**src/rtl/dma_ctl_pkg.sv**
```systemverilog
package dma_ctl_pkg;

  localparam int REGNUM_W = 10;
  localparam int CHIDX_W  = 5;

  localparam logic [REGNUM_W-1:0] REG_CFG     = 10'h180;
  localparam logic [REGNUM_W-1:0] REG_ERR     = 10'h181;
  localparam logic [REGNUM_W-1:0] REG_IEN     = 10'h182;
  localparam logic [REGNUM_W-1:0] REG_TXSET   = 10'h184;
  localparam logic [REGNUM_W-1:0] REG_TXRST   = 10'h185;
  localparam logic [REGNUM_W-1:0] REG_TXEOB   = 10'h186;
  localparam logic [REGNUM_W-1:0] REG_TXDE    = 10'h187;
  localparam logic [REGNUM_W-1:0] REG_RXSET   = 10'h190;
  localparam logic [REGNUM_W-1:0] REG_RXRST   = 10'h191;
  localparam logic [REGNUM_W-1:0] REG_RXEOB   = 10'h192;
  localparam logic [REGNUM_W-1:0] REG_RXDE    = 10'h193;
  localparam logic [REGNUM_W-1:0] REG_TXPTR0  = 10'h1A0;
  localparam logic [REGNUM_W-1:0] REG_RXPTR0  = 10'h1C0;
  localparam logic [REGNUM_W-1:0] REG_BUFSZ0  = 10'h1E0;

  localparam logic [31:0] CFG_KEEP = 32'h00FFC087;
  localparam logic [31:0] CFG_INIT = 32'h0007C000;
  localparam logic [31:0] IEN_KEEP = 32'h0000001F;
  localparam logic [31:0] BUF_KEEP = 32'h000000FF;

  typedef enum logic [3:0] {
    SEL_NONE, SEL_CFG, SEL_ERR, SEL_IEN,
    SEL_TXSET, SEL_TXRST, SEL_TXEOB, SEL_TXDE,
    SEL_RXSET, SEL_RXRST, SEL_RXEOB, SEL_RXDE,
    SEL_TXPTR, SEL_RXPTR, SEL_BUFSZ
  } regSel_e;

  typedef struct packed {
    logic cfgWr;
    logic softRst;
    logic errClr;
    logic ienWr;
    logic txSetWr;
    logic txRstWr;
    logic txEobClr;
    logic txDeClr;
    logic rxSetWr;
    logic rxRstWr;
    logic rxEobClr;
    logic rxDeClr;
    logic txPtrWr;
    logic rxPtrWr;
    logic bufSzWr;
  } wrStrobes_t;

endpackage

```
**src/rtl/dma_ctl_decode.sv**
```systemverilog
module dma_ctl_decode
  import dma_ctl_pkg::*;
#(
  parameter int TX_CH = 4,
  parameter int RX_CH = 2
) (
  input  logic                clk,
  input  logic                rstN,
  input  logic [REGNUM_W-1:0] regNum,
  input  logic                rdStb,
  input  logic                wrStb,
  input  logic                wrTopBit,
  output regSel_e             sel,
  output logic [CHIDX_W-1:0]  chanIdx,
  output wrStrobes_t          strb,
  output logic                ack
);

  localparam logic [REGNUM_W-1:0] TXPTR_END = REG_TXPTR0 + REGNUM_W'(TX_CH);
  localparam logic [REGNUM_W-1:0] RXPTR_END = REG_RXPTR0 + REGNUM_W'(RX_CH);
  localparam logic [REGNUM_W-1:0] BUFSZ_END = REG_BUFSZ0 + REGNUM_W'(RX_CH);

  always_comb begin
    sel = SEL_NONE;
    unique case (regNum)
      REG_CFG:   sel = SEL_CFG;
      REG_ERR:   sel = SEL_ERR;
      REG_IEN:   sel = SEL_IEN;
      REG_TXSET: sel = SEL_TXSET;
      REG_TXRST: sel = SEL_TXRST;
      REG_TXEOB: sel = SEL_TXEOB;
      REG_TXDE:  sel = SEL_TXDE;
      REG_RXSET: sel = SEL_RXSET;
      REG_RXRST: sel = SEL_RXRST;
      REG_RXEOB: sel = SEL_RXEOB;
      REG_RXDE:  sel = SEL_RXDE;
      default: begin
        if (regNum >= REG_TXPTR0 && regNum < TXPTR_END)      sel = SEL_TXPTR;
        else if (regNum >= REG_RXPTR0 && regNum < RXPTR_END) sel = SEL_RXPTR;
        else if (regNum >= REG_BUFSZ0 && regNum < BUFSZ_END) sel = SEL_BUFSZ;
        else                                                 sel = SEL_NONE;
      end
    endcase
  end

  // Table bases sit on 32-entry boundaries, so the low bits are the channel.
  assign chanIdx = regNum[CHIDX_W-1:0];

  always_comb begin
    strb          = '0;
    strb.cfgWr    = wrStb && sel == SEL_CFG;
    strb.softRst  = wrStb && sel == SEL_CFG && wrTopBit;
    strb.errClr   = wrStb && sel == SEL_ERR;
    strb.ienWr    = wrStb && sel == SEL_IEN;
    strb.txSetWr  = wrStb && sel == SEL_TXSET;
    strb.txRstWr  = wrStb && sel == SEL_TXRST;
    strb.txEobClr = wrStb && sel == SEL_TXEOB;
    strb.txDeClr  = wrStb && sel == SEL_TXDE;
    strb.rxSetWr  = wrStb && sel == SEL_RXSET;
    strb.rxRstWr  = wrStb && sel == SEL_RXRST;
    strb.rxEobClr = wrStb && sel == SEL_RXEOB;
    strb.rxDeClr  = wrStb && sel == SEL_RXDE;
    strb.txPtrWr  = wrStb && sel == SEL_TXPTR;
    strb.rxPtrWr  = wrStb && sel == SEL_RXPTR;
    strb.bufSzWr  = wrStb && sel == SEL_BUFSZ;
  end

  always_ff @(posedge clk or negedge rstN) begin
    if (!rstN) ack <= 1'b0;
    else       ack <= rdStb || wrStb;
  end

  assert_ack_after_strobe_R11: assert property (@(posedge clk) disable iff (!rstN)
    (rdStb || wrStb) |=> ack);
  assert_ack_idle_R11: assert property (@(posedge clk) disable iff (!rstN)
    !(rdStb || wrStb) |=> !ack);

endmodule

```
**src/rtl/dma_ctl_store.sv**
```systemverilog
module dma_ctl_store
  import dma_ctl_pkg::*;
#(
  parameter int TX_CH     = 4,
  parameter int RX_CH     = 2,
  parameter int IRQ_LINES = 4
) (
  input  logic               clk,
  input  logic               rstN,
  input  wrStrobes_t         strb,
  input  regSel_e            sel,
  input  logic [CHIDX_W-1:0] chanIdx,
  input  logic               rdStb,
  input  logic [31:0]        wrData,
  input  logic [31:0]        errSet,
  input  logic [31:0]        txEobSet,
  input  logic [31:0]        txDescErrSet,
  input  logic [31:0]        rxEobSet,
  input  logic [31:0]        rxDescErrSet,
  output logic [31:0]        rdData,
  output logic [IRQ_LINES-1:0] irqOut
);

  localparam logic [31:0] TX_ACT_KEEP = ~(32'hFFFFFFFF >> TX_CH);
  localparam logic [31:0] RX_ACT_KEEP = ~(32'hFFFFFFFF >> RX_CH);

  logic [31:0] cfgReg, errReg, ienReg;
  logic [31:0] txSetReg, txRstReg, txEobReg, txDeReg;
  logic [31:0] rxSetReg, rxRstReg, rxEobReg, rxDeReg;
  logic [31:0] txPtr [TX_CH];
  logic [31:0] rxPtr [RX_CH];
  logic [31:0] bufSz [RX_CH];
  logic [IRQ_LINES-1:0] irqReg;
  logic [31:0] rdMux;

  // Status update: soft reset or clear first, then the set input wins.
  function automatic logic [31:0] nextStatus(input logic [31:0] cur, input logic clr,
                                             input logic srst, input logic [31:0] wd,
                                             input logic [31:0] setBits);
    logic [31:0] base;
    base = srst ? 32'h0 : (clr ? (cur & ~wd) : cur);
    return base | setBits;
  endfunction

  always_ff @(posedge clk or negedge rstN) begin
    if (!rstN) begin
      cfgReg   <= CFG_INIT;
      errReg   <= '0;
      ienReg   <= '0;
      txSetReg <= '0;
      txEobReg <= '0;
      txDeReg  <= '0;
      rxSetReg <= '0;
      rxEobReg <= '0;
      rxDeReg  <= '0;
    end else begin
      if (strb.cfgWr) cfgReg <= wrData & CFG_KEEP;
      if (strb.softRst)     ienReg <= '0;
      else if (strb.ienWr)  ienReg <= wrData & IEN_KEEP;
      if (strb.softRst)       txSetReg <= '0;
      else if (strb.txSetWr)  txSetReg <= wrData & TX_ACT_KEEP;
      if (strb.softRst)       rxSetReg <= '0;
      else if (strb.rxSetWr)  rxSetReg <= wrData & RX_ACT_KEEP;
      errReg   <= nextStatus(errReg,   strb.errClr,   strb.softRst, wrData, errSet);
      txEobReg <= nextStatus(txEobReg, strb.txEobClr, strb.softRst, wrData, txEobSet);
      txDeReg  <= nextStatus(txDeReg,  strb.txDeClr,  strb.softRst, wrData, txDescErrSet);
      rxEobReg <= nextStatus(rxEobReg, strb.rxEobClr, strb.softRst, wrData, rxEobSet);
      rxDeReg  <= nextStatus(rxDeReg,  strb.rxDeClr,  strb.softRst, wrData, rxDescErrSet);
    end
  end

  // Storage that no reset touches.
  always_ff @(posedge clk) begin
    if (strb.txRstWr) txRstReg <= wrData & TX_ACT_KEEP;
    if (strb.rxRstWr) rxRstReg <= wrData & RX_ACT_KEEP;
  end

  for (genvar i = 0; i < TX_CH; i++) begin : g_txPtr
    always_ff @(posedge clk) begin
      if (strb.txPtrWr && chanIdx == CHIDX_W'(i)) txPtr[i] <= wrData;
    end
    assert_txptr_hold_R5: assert property (@(posedge clk) disable iff (!rstN)
      !(strb.txPtrWr && chanIdx == CHIDX_W'(i)) |=> $stable(txPtr[i]));
  end

  for (genvar i = 0; i < RX_CH; i++) begin : g_rxChan
    always_ff @(posedge clk) begin
      if (strb.rxPtrWr && chanIdx == CHIDX_W'(i)) rxPtr[i] <= wrData;
      if (strb.bufSzWr && chanIdx == CHIDX_W'(i)) bufSz[i] <= wrData & BUF_KEEP;
    end
    assert_bufsz_hold_R5: assert property (@(posedge clk) disable iff (!rstN)
      !(strb.bufSzWr && chanIdx == CHIDX_W'(i)) |=> $stable(bufSz[i]));
  end

  always_comb begin
    rdMux = '0;
    unique case (sel)
      SEL_CFG:   rdMux = cfgReg;
      SEL_ERR:   rdMux = errReg;
      SEL_IEN:   rdMux = ienReg;
      SEL_TXSET: rdMux = txSetReg;
      SEL_TXRST: rdMux = txRstReg;
      SEL_TXEOB: rdMux = txEobReg;
      SEL_TXDE:  rdMux = txDeReg;
      SEL_RXSET: rdMux = rxSetReg;
      SEL_RXRST: rdMux = rxRstReg;
      SEL_RXEOB: rdMux = rxEobReg;
      SEL_RXDE:  rdMux = rxDeReg;
      SEL_TXPTR: for (int i = 0; i < TX_CH; i++) if (chanIdx == CHIDX_W'(i)) rdMux = txPtr[i];
      SEL_RXPTR: for (int i = 0; i < RX_CH; i++) if (chanIdx == CHIDX_W'(i)) rdMux = rxPtr[i];
      SEL_BUFSZ: for (int i = 0; i < RX_CH; i++) if (chanIdx == CHIDX_W'(i)) rdMux = bufSz[i];
      default:   rdMux = '0;
    endcase
  end

  always_ff @(posedge clk or negedge rstN) begin
    if (!rstN) begin
      rdData <= '0;
      irqReg <= '0;
    end else begin
      rdData <= rdStb ? rdMux : '0;
      irqReg <= '0;
    end
  end

  assign irqOut = irqReg;

  assert_cfg_top_clear_R2: assert property (@(posedge clk) disable iff (!rstN)
    !cfgReg[31]);
  assert_soft_reset_clears_R3: assert property (@(posedge clk) disable iff (!rstN)
    strb.softRst |=> (ienReg == '0 && txSetReg == '0 && rxSetReg == '0));
  assert_w1c_clears_R6: assert property (@(posedge clk) disable iff (!rstN)
    (strb.errClr && errSet == '0) |=> ((errReg & $past(wrData)) == '0));
  assert_set_wins_R7: assert property (@(posedge clk) disable iff (!rstN)
    (errSet != '0) |=> ((errReg & $past(errSet)) == $past(errSet)));
  assert_irq_low_R12: assert property (@(posedge clk) disable iff (!rstN)
    irqOut == '0);

endmodule

```
**src/rtl/dma_ctl_regfile.sv**
```systemverilog
module dma_ctl_regfile
  import dma_ctl_pkg::*;
#(
  parameter int TX_CHANNELS = 4,
  parameter int RX_CHANNELS = 2,
  parameter int IRQ_LINES   = 4
) (
  input  logic                 clk,
  input  logic                 rstN,
  input  logic [9:0]           regNum,
  input  logic [31:0]          wrData,
  input  logic                 rdStb,
  input  logic                 wrStb,
  output logic [31:0]          rdData,
  output logic                 ack,
  input  logic [31:0]          errSet,
  input  logic [31:0]          txEobSet,
  input  logic [31:0]          txDescErrSet,
  input  logic [31:0]          rxEobSet,
  input  logic [31:0]          rxDescErrSet,
  output logic [IRQ_LINES-1:0] irqOut
);

  regSel_e            sel;
  logic [CHIDX_W-1:0] chanIdx;
  wrStrobes_t         strb;

  dma_ctl_decode #(.TX_CH(TX_CHANNELS), .RX_CH(RX_CHANNELS)) decode_i (
    .clk(clk), .rstN(rstN), .regNum(regNum), .rdStb(rdStb), .wrStb(wrStb),
    .wrTopBit(wrData[31]), .sel(sel), .chanIdx(chanIdx), .strb(strb), .ack(ack)
  );

  dma_ctl_store #(.TX_CH(TX_CHANNELS), .RX_CH(RX_CHANNELS), .IRQ_LINES(IRQ_LINES)) store_i (
    .clk(clk), .rstN(rstN), .strb(strb), .sel(sel), .chanIdx(chanIdx), .rdStb(rdStb),
    .wrData(wrData), .errSet(errSet), .txEobSet(txEobSet), .txDescErrSet(txDescErrSet),
    .rxEobSet(rxEobSet), .rxDescErrSet(rxDescErrSet), .rdData(rdData), .irqOut(irqOut)
  );

endmodule

```
**config.mk**
```make
export PLATFORM = sky130hd
export DESIGN_NAME = dma_ctl_regfile
export DESIGN_NICKNAME = d
export VERILOG_FILES = /design/src/rtl/dma_ctl_pkg.sv /design/src/rtl/dma_ctl_decode.sv /design/src/rtl/dma_ctl_store.sv /design/src/rtl/dma_ctl_regfile.sv
export SDC_FILE = /design/constraint.sdc
export NUM_CORES = 1
export LEC_CHECK = 0
export ABC_AREA = 1
export BUFFER_PORTS_ARGS = -buffer_cell sky130_fd_sc_hd__buf_4
export CAP_MARGIN = 40
export CORE_MARGIN = 2
export CORE_UTILIZATION = 30
export DETAILED_ROUTE_END_ITERATION = 8
export HOLD_SLACK_MARGIN = 0.03
export PLACE_DENSITY = 0.58
export REMOVE_ABC_BUFFERS = 1
export SYNTH_ARGS = -nofsm -noshare
export SYNTH_HDL_FRONTEND = slang
export SYNTH_HIERARCHICAL = 1
export SYNTH_SLANG_ARGS = --single-unit
```
**constraint.sdc**
```tcl
create_clock -name clk -period 2.98 [get_ports clk]
set_input_delay 0.149 -clock clk [delete_from_list [all_inputs] [get_ports clk]]
set_output_delay 0.149 -clock clk [all_outputs]
set_load 0.02 [all_outputs]
```
Yosys cells after proc, flatten, opt, wreduce, memory -nomap -nowiden
Memory sizes are Yosys's and may differ from the RTL's.
Index checks and enable logic that the tools add are counted.

cells by class
  magnitude comparators = 6
  equal/unequal tests = 28
  muxes and demuxes = 61
  bitwise gates (word level) = 11
  reduce and logical (&&, ||, !) cells = 36

operators with widths
  kind                                                                count
  2-to-1 mux 32 bit                                                   29
  one-hot mux 32 bit (14 select lines)                                1
  bitwise AND 32 bit                                                  5
  bitwise OR 32 bit                                                   5
  OR reduction 32 bit                                                 4
  == test 10 x 9 -> 1 bit, second input constant                      11
  one-hot mux 4 bit (11 select lines)                                 1
  inverter 32 bit                                                     1
  greater-or-equal comparator 10 x 9 -> 1 bit, second input constant  3
  less-than comparator 10 x 9 -> 1 bit, second input constant         3
  == test 4 bit, second input constant                                7
  logical AND 1 bit                                                   26
  2-to-1 mux 1 bit                                                    23
  == test 4 x 3 -> 1 bit, second input constant                       4
  2-to-1 mux 4 bit                                                    3
  == test 5 x 2 -> 1 bit, second input constant                       2
  == test 4 x 2 -> 1 bit, second input constant                       2
  2-to-1 mux 8 bit                                                    1
  OR reduction 8 bit                                                  1
  2-to-1 mux 2 bit                                                    3
  nonzero test 2 bit                                                  3
  == test 5 x 1 -> 1 bit, second input constant                       1
  zero test 5 bit                                                     1
  == test 4 x 1 -> 1 bit, second input constant                       1
  logical OR 1 bit                                                    1

word-level totals
  register bits = 309
  RAM bits = 208
  bits of input ports = 206
  output and inout port bits = 37
  logic and storage cells = 158
  memories kept = 3

memories
  memory         depth  width  read ports  clocked after memory_dff  write ports  RTL line             text
  store_i.txPtr  4      32     4           0                         1            dma_ctl_store.sv:30  logic [31:0] txPtr [TX_CH];
  store_i.rxPtr  2      32     2           0                         1            dma_ctl_store.sv:31  logic [31:0] rxPtr [RX_CH];
  store_i.bufSz  2      8      2           0                         1            dma_ctl_store.sv:32  logic [31:0] bufSz [RX_CH];

Logic depth before layout (Yosys ltp)
  word-level depth = 15
  depth in mapped cells = 22
  mapped depth without buffers = 21

Cells and area by module
Netlist, hierarchy kept.

by module, submodules not included
  module          instances  cells each  area each (um^2)
  dma_ctl_store   1          1794        18277.5
  dma_ctl_decode  1          107         548.0

Least setup slack after synthesis
Ideal clock, no wire load.

  path type = input -> register
  start = input regNum[9]
  end = memory store_i.txPtr[1][0] (enable)
  data arrival time = 2.449 ns
  data required time = 2.559 ns
  slack = 0.110 ns
  stages on the path = 14
  path through = inv_2 nand2_2 inv_2 nand2_1 nor2_2 nor2_2 nor2_1 nor2_2 nand2_4 inv_2 nand2_1 nor2_1 inv_1 nor2_1

RTL lines
  what         RTL line               text
  from (decl)  dma_ctl_regfile.sv:10  input logic [9:0] regNum,
  to (decl)    dma_ctl_store.sv:30

==> impl_metrics.sql <==
INSERT INTO impl_metrics (metric_group, metric, value, unit) VALUES
('power_and_ir_drop', 'worst_ir_drop_vdd', '0.0003470', 'V'),
('final_layout', 'utilization', '43.92', '%'),
('critical_path', 'critical_path.reg2reg.startpoint', 'store_i/txDeReg[21]', ''),
('critical_path', 'worstPathArrival', '3230', 'ps'),
('synthesis', 'synth_seq_area_share', '63.15', '%'),
('timing', 'timing.setup.tns', '0', 'ps'),
('power_and_ir_drop', 'seq_power_share', '48.6', '%'),
('drt', 'antenna_left', '0', ''),
('critical_path', 'cp.buffers_inverters', '7', ''),
('floorplan', 'top_level_ports', '243', ''),
('placed_design', 'port_buffers', '238', ''),
('critical_path', 'crit_path_frequent_cell', 'buf_4', ''),
('global_route', 'grt_pass1_wl', '96660', 'um'),
('global_route', 'antenna_found_initial', '0', ''),
('timing', 'worst_pin_slew', '830.1', 'ps'),
('clocking', 'root_buffer_cell', 'clkbuf_16', ''),
('final_layout', 'seqCellArea', '11890', 'sq um'),
('final_layout', 'antenna-diode-count', '0', ''),
('clocking', 'cts-root-to-sink-buffers', '3', ''),
('timing', 'slew-limit-headroom', '44.66', '%'),
('clocking', 'clock_latency_on_the_worst_skew_pair', '580', 'ps'),
('synthesis', 'yosysTopAreaCell', 'edfxtp_1', ''),
('clocking', 'tritoncts_clock_tree', 'done', ''),
('synthesis', 'yosysWarnings', '6', ''),
('final_layout', 'share_of_layout_cells_above_drive_strength_1', '23.68', '%'),
('timing', 'finalCritPeriodShare', '92.91', '%'),
('timing', 'clock-skew-final', '13.21', 'ps'),
('floorplan', 'num_rows', '91', ''),
('synthesis', 'ys.flop_type', 'edfxtp_1', ''),
('clocking', 'total_cts_buffers', '48', ''),
('timing', 'finalMaxSlewViolations', '0', ''),
('synthesis', 'synth_area', '18830', 'sq um'),
('synthesis', 'synth_cells', '1901', ''),
('power_and_ir_drop', 'power_switching_share', '22.05', '%'),
('floorplan', 'die-area', '64770', 'sq um'),
('synthesis', 'synth_cell_types', '35', ''),
('synthesis', 'synth_top_area_share', '34.14', '%'),
('synthesis', 'synth_async_sr_flop_share', '50.46', '%'),
('timing', 'shortest_clock_period_the_worst_path_allows_after_layout', '2769', 'ps'),
('synthesis', 'postSynthRegisterBits', '432', ''),
('critical_path', 'setup.worst_path.class', 'input port to register', ''),
('critical_path', 'worst_r2r_path_depth', '2', ''),
('critical_path', 'startpoint_type', 'input port', ''),
('final_layout', 'synthToLayoutAreaGrowth', '44.24', '%'),
('power_and_ir_drop', 'power_per_cell_area', '481.7', 'nW/um^2'),
('final_layout', 'final_net_count', '2722', ''),
('min_path', 'hold_class', 'input port to async pin', ''),
('drt', 'wire_per_inst', '18.78', 'um'),
('synthesis', 'netlist_top_cells_area', 'edfxtp_1, dfrtp_1, nand2_1', ''),
('critical_path', 'worstReg2RegEnd', 'store_i/txDeReg[21]', ''),
('clocking', 'number_of_h_tree_branching_levels', '2', ''),
('critical_path', 'critical_path.endpoint_type', 'register', ''),
('drt', 'detail_route.drc_violations', '0', ''),
('synthesis', 'synth-edff-count', '214', ''),
('drt', 'tritonroute_pass_1_iters', '5', ''),
('floorplan', 'floorplan.core_area', '61830', 'sq um'),
('critical_path', 'critPathMaxFanout', '61', ''),
('floorplan', 'fp.dieH', '254.5', 'um'),
('critical_path', 'worst_path_dominant_cell_family', 'buffers and inverters', ''),
('final_layout', 'mostFrequentLayoutCell', 'nand2_1', ''),
('timing', 'report.final.hold_viol_count', '0', ''),
('timing', 'timing.final.setup_violations', '0', ''),
('status', 'status', 'complete, no violations', ''),
('drt', 'vias_after_detailed_routing', '16240', ''),
('global_route', 'global_route.usage.total', '19.59', '%'),
('final_layout', 'final_cell_mix', 'nand2_1, dlygate4sd3_1, buf_4, edfxtp_1, dfrtp_1', ''),
('timing', 'unrepaired_setup_endpoints_after_global_routing', 'false', ''),
('run', 'cap_violations', '0', ''),
('critical_path', 'highest_cell_delay_on_the_worst_timing_path', '560', 'ps'),
('power_and_ir_drop', 'total_switching_power', '2.884', 'mW'),
('power_and_ir_drop', 'pwr-share-comb', '6.6', '%');
stage by stage:
| step | hold WS [ps] | std cells | area (sq um) | setup WS (ps) |
|---|---|---|---|---|
| final | 229.0 | 3392 | 27150 | 211.4 |
| after global routing | 275.1 | 3392 | 27150 | 34.78 |
| after CTS | 203.6 | 3392 | 27150 | 321.1 |
| after detailed placement | 279.8 | 2947 | 22030 | 191.1 |
| after global placement | 274.8 | 2946 | 22010 | 269.1 |
| after floorplan | -146.6 | 1805 | 18360 | -1557 |
synth_stat cells (all sizes together) (2+ instances only):
cell type and count:
dfrtp 213, o21ai 136, o22ai 3, a21oi 17, clkbuf 52, nand4 35, nor3 10, a31o 160
edfxtp 214, buf 47, or2 2, nand3 59, clkinv 2, nor2 205, nand2 597, inv 140
dfstp 5
registers in the layout, summed over array words and instances, names as in the netlist, 5 cells and up:
signal	cells
store_i/bufSz	16
store_i/txDeReg	32
store_i/rdData	32
store_i/txEobReg	32
store_i/rxDeReg	32
store_i/ienReg	5
store_i/cfgReg	14
store_i/rxPtr	64
store_i/txPtr	128
store_i/rxEobReg	32
store_i/errReg	32
worst register-to-register path, delay by kind of cell, from the launching register on:
kind,cells,cell delay (ps)
DFF,1,390
AOI/OAI and AO/OA,1,240
buffers and inverters,1,570
cell families (layout without fill, tap and decap cells):
| logic type | Yosys count | count (layout) | share of synthesized area [%] |
|---|---|---|---|
| mux | 1 | 1 | 0.05981 |
| buf+inv | 241 | 892 | 5.350 |
| other cells | 1 | 4 | 0.01992 |
| flops | 432 | 432 | 63.15 |
| simple gates | 909 | 909 | 19.77 |
| compound gates | 317 | 317 | 11.65 |
how the worst max path moves through the flow:
stage               startpoint                   to  depth (start not counted)
finish               regNum[4]  store_i/rxDeReg[12]                         16
global route         regNum[4]  store_i/txDeReg[12]                         16
CTS                  regNum[4]  store_i/rxDeReg[12]                         16
detailed placement   regNum[4]   store_i/rdData[14]                         18
global placement     regNum[2]   store_i/rdData[11]                         17
floorplan            regNum[4]    store_i/errReg[0]                         11
final cells by class:
| type | count | area share [%] |
|---|---|---|
| timing repair buffer | 661 | 22.26 |
| inverter | 142 | 1.972 |
| clock inverter | 24 | 0.7695 |
| tap | 837 | 3.857 |
| multi-input combinational | 1231 | 22.41 |
| clock buffer | 65 | 4.958 |
| sequential | 432 | 43.78 |
power groups by stage:
stage                     logic, mW  clock network, mW  registers [mW]
after floorplan               0.151                  0            6.47
after global placement        0.627                  0            6.47
after detailed placement      0.638                  0            6.47
after CTS                     0.860               6.01            6.35
after global routing          0.935               6.23            6.36
final                         0.857               5.87            6.35
layer usage:
layer / share of wire [%] / vias to the layer above / global-route usage (%) / routed length (um)
li1: - / 7612 / - / -
met1: 43 / 8034 / 25.00 / 27160
met2: 50 / 494 / 34.32 / 31870
met3: 4.6 / 100 / 2.511 / 2961
met4: 2.7 / 0 / 6.504 / 1696
met5: 0 / - / 0 / 0
repair_timing:
item,CTS,global route
hold buffers,356,0
setup endpoints to repair,0,0
hold endpoints to repair,503,0
Power figures use the tool's default switching activity.
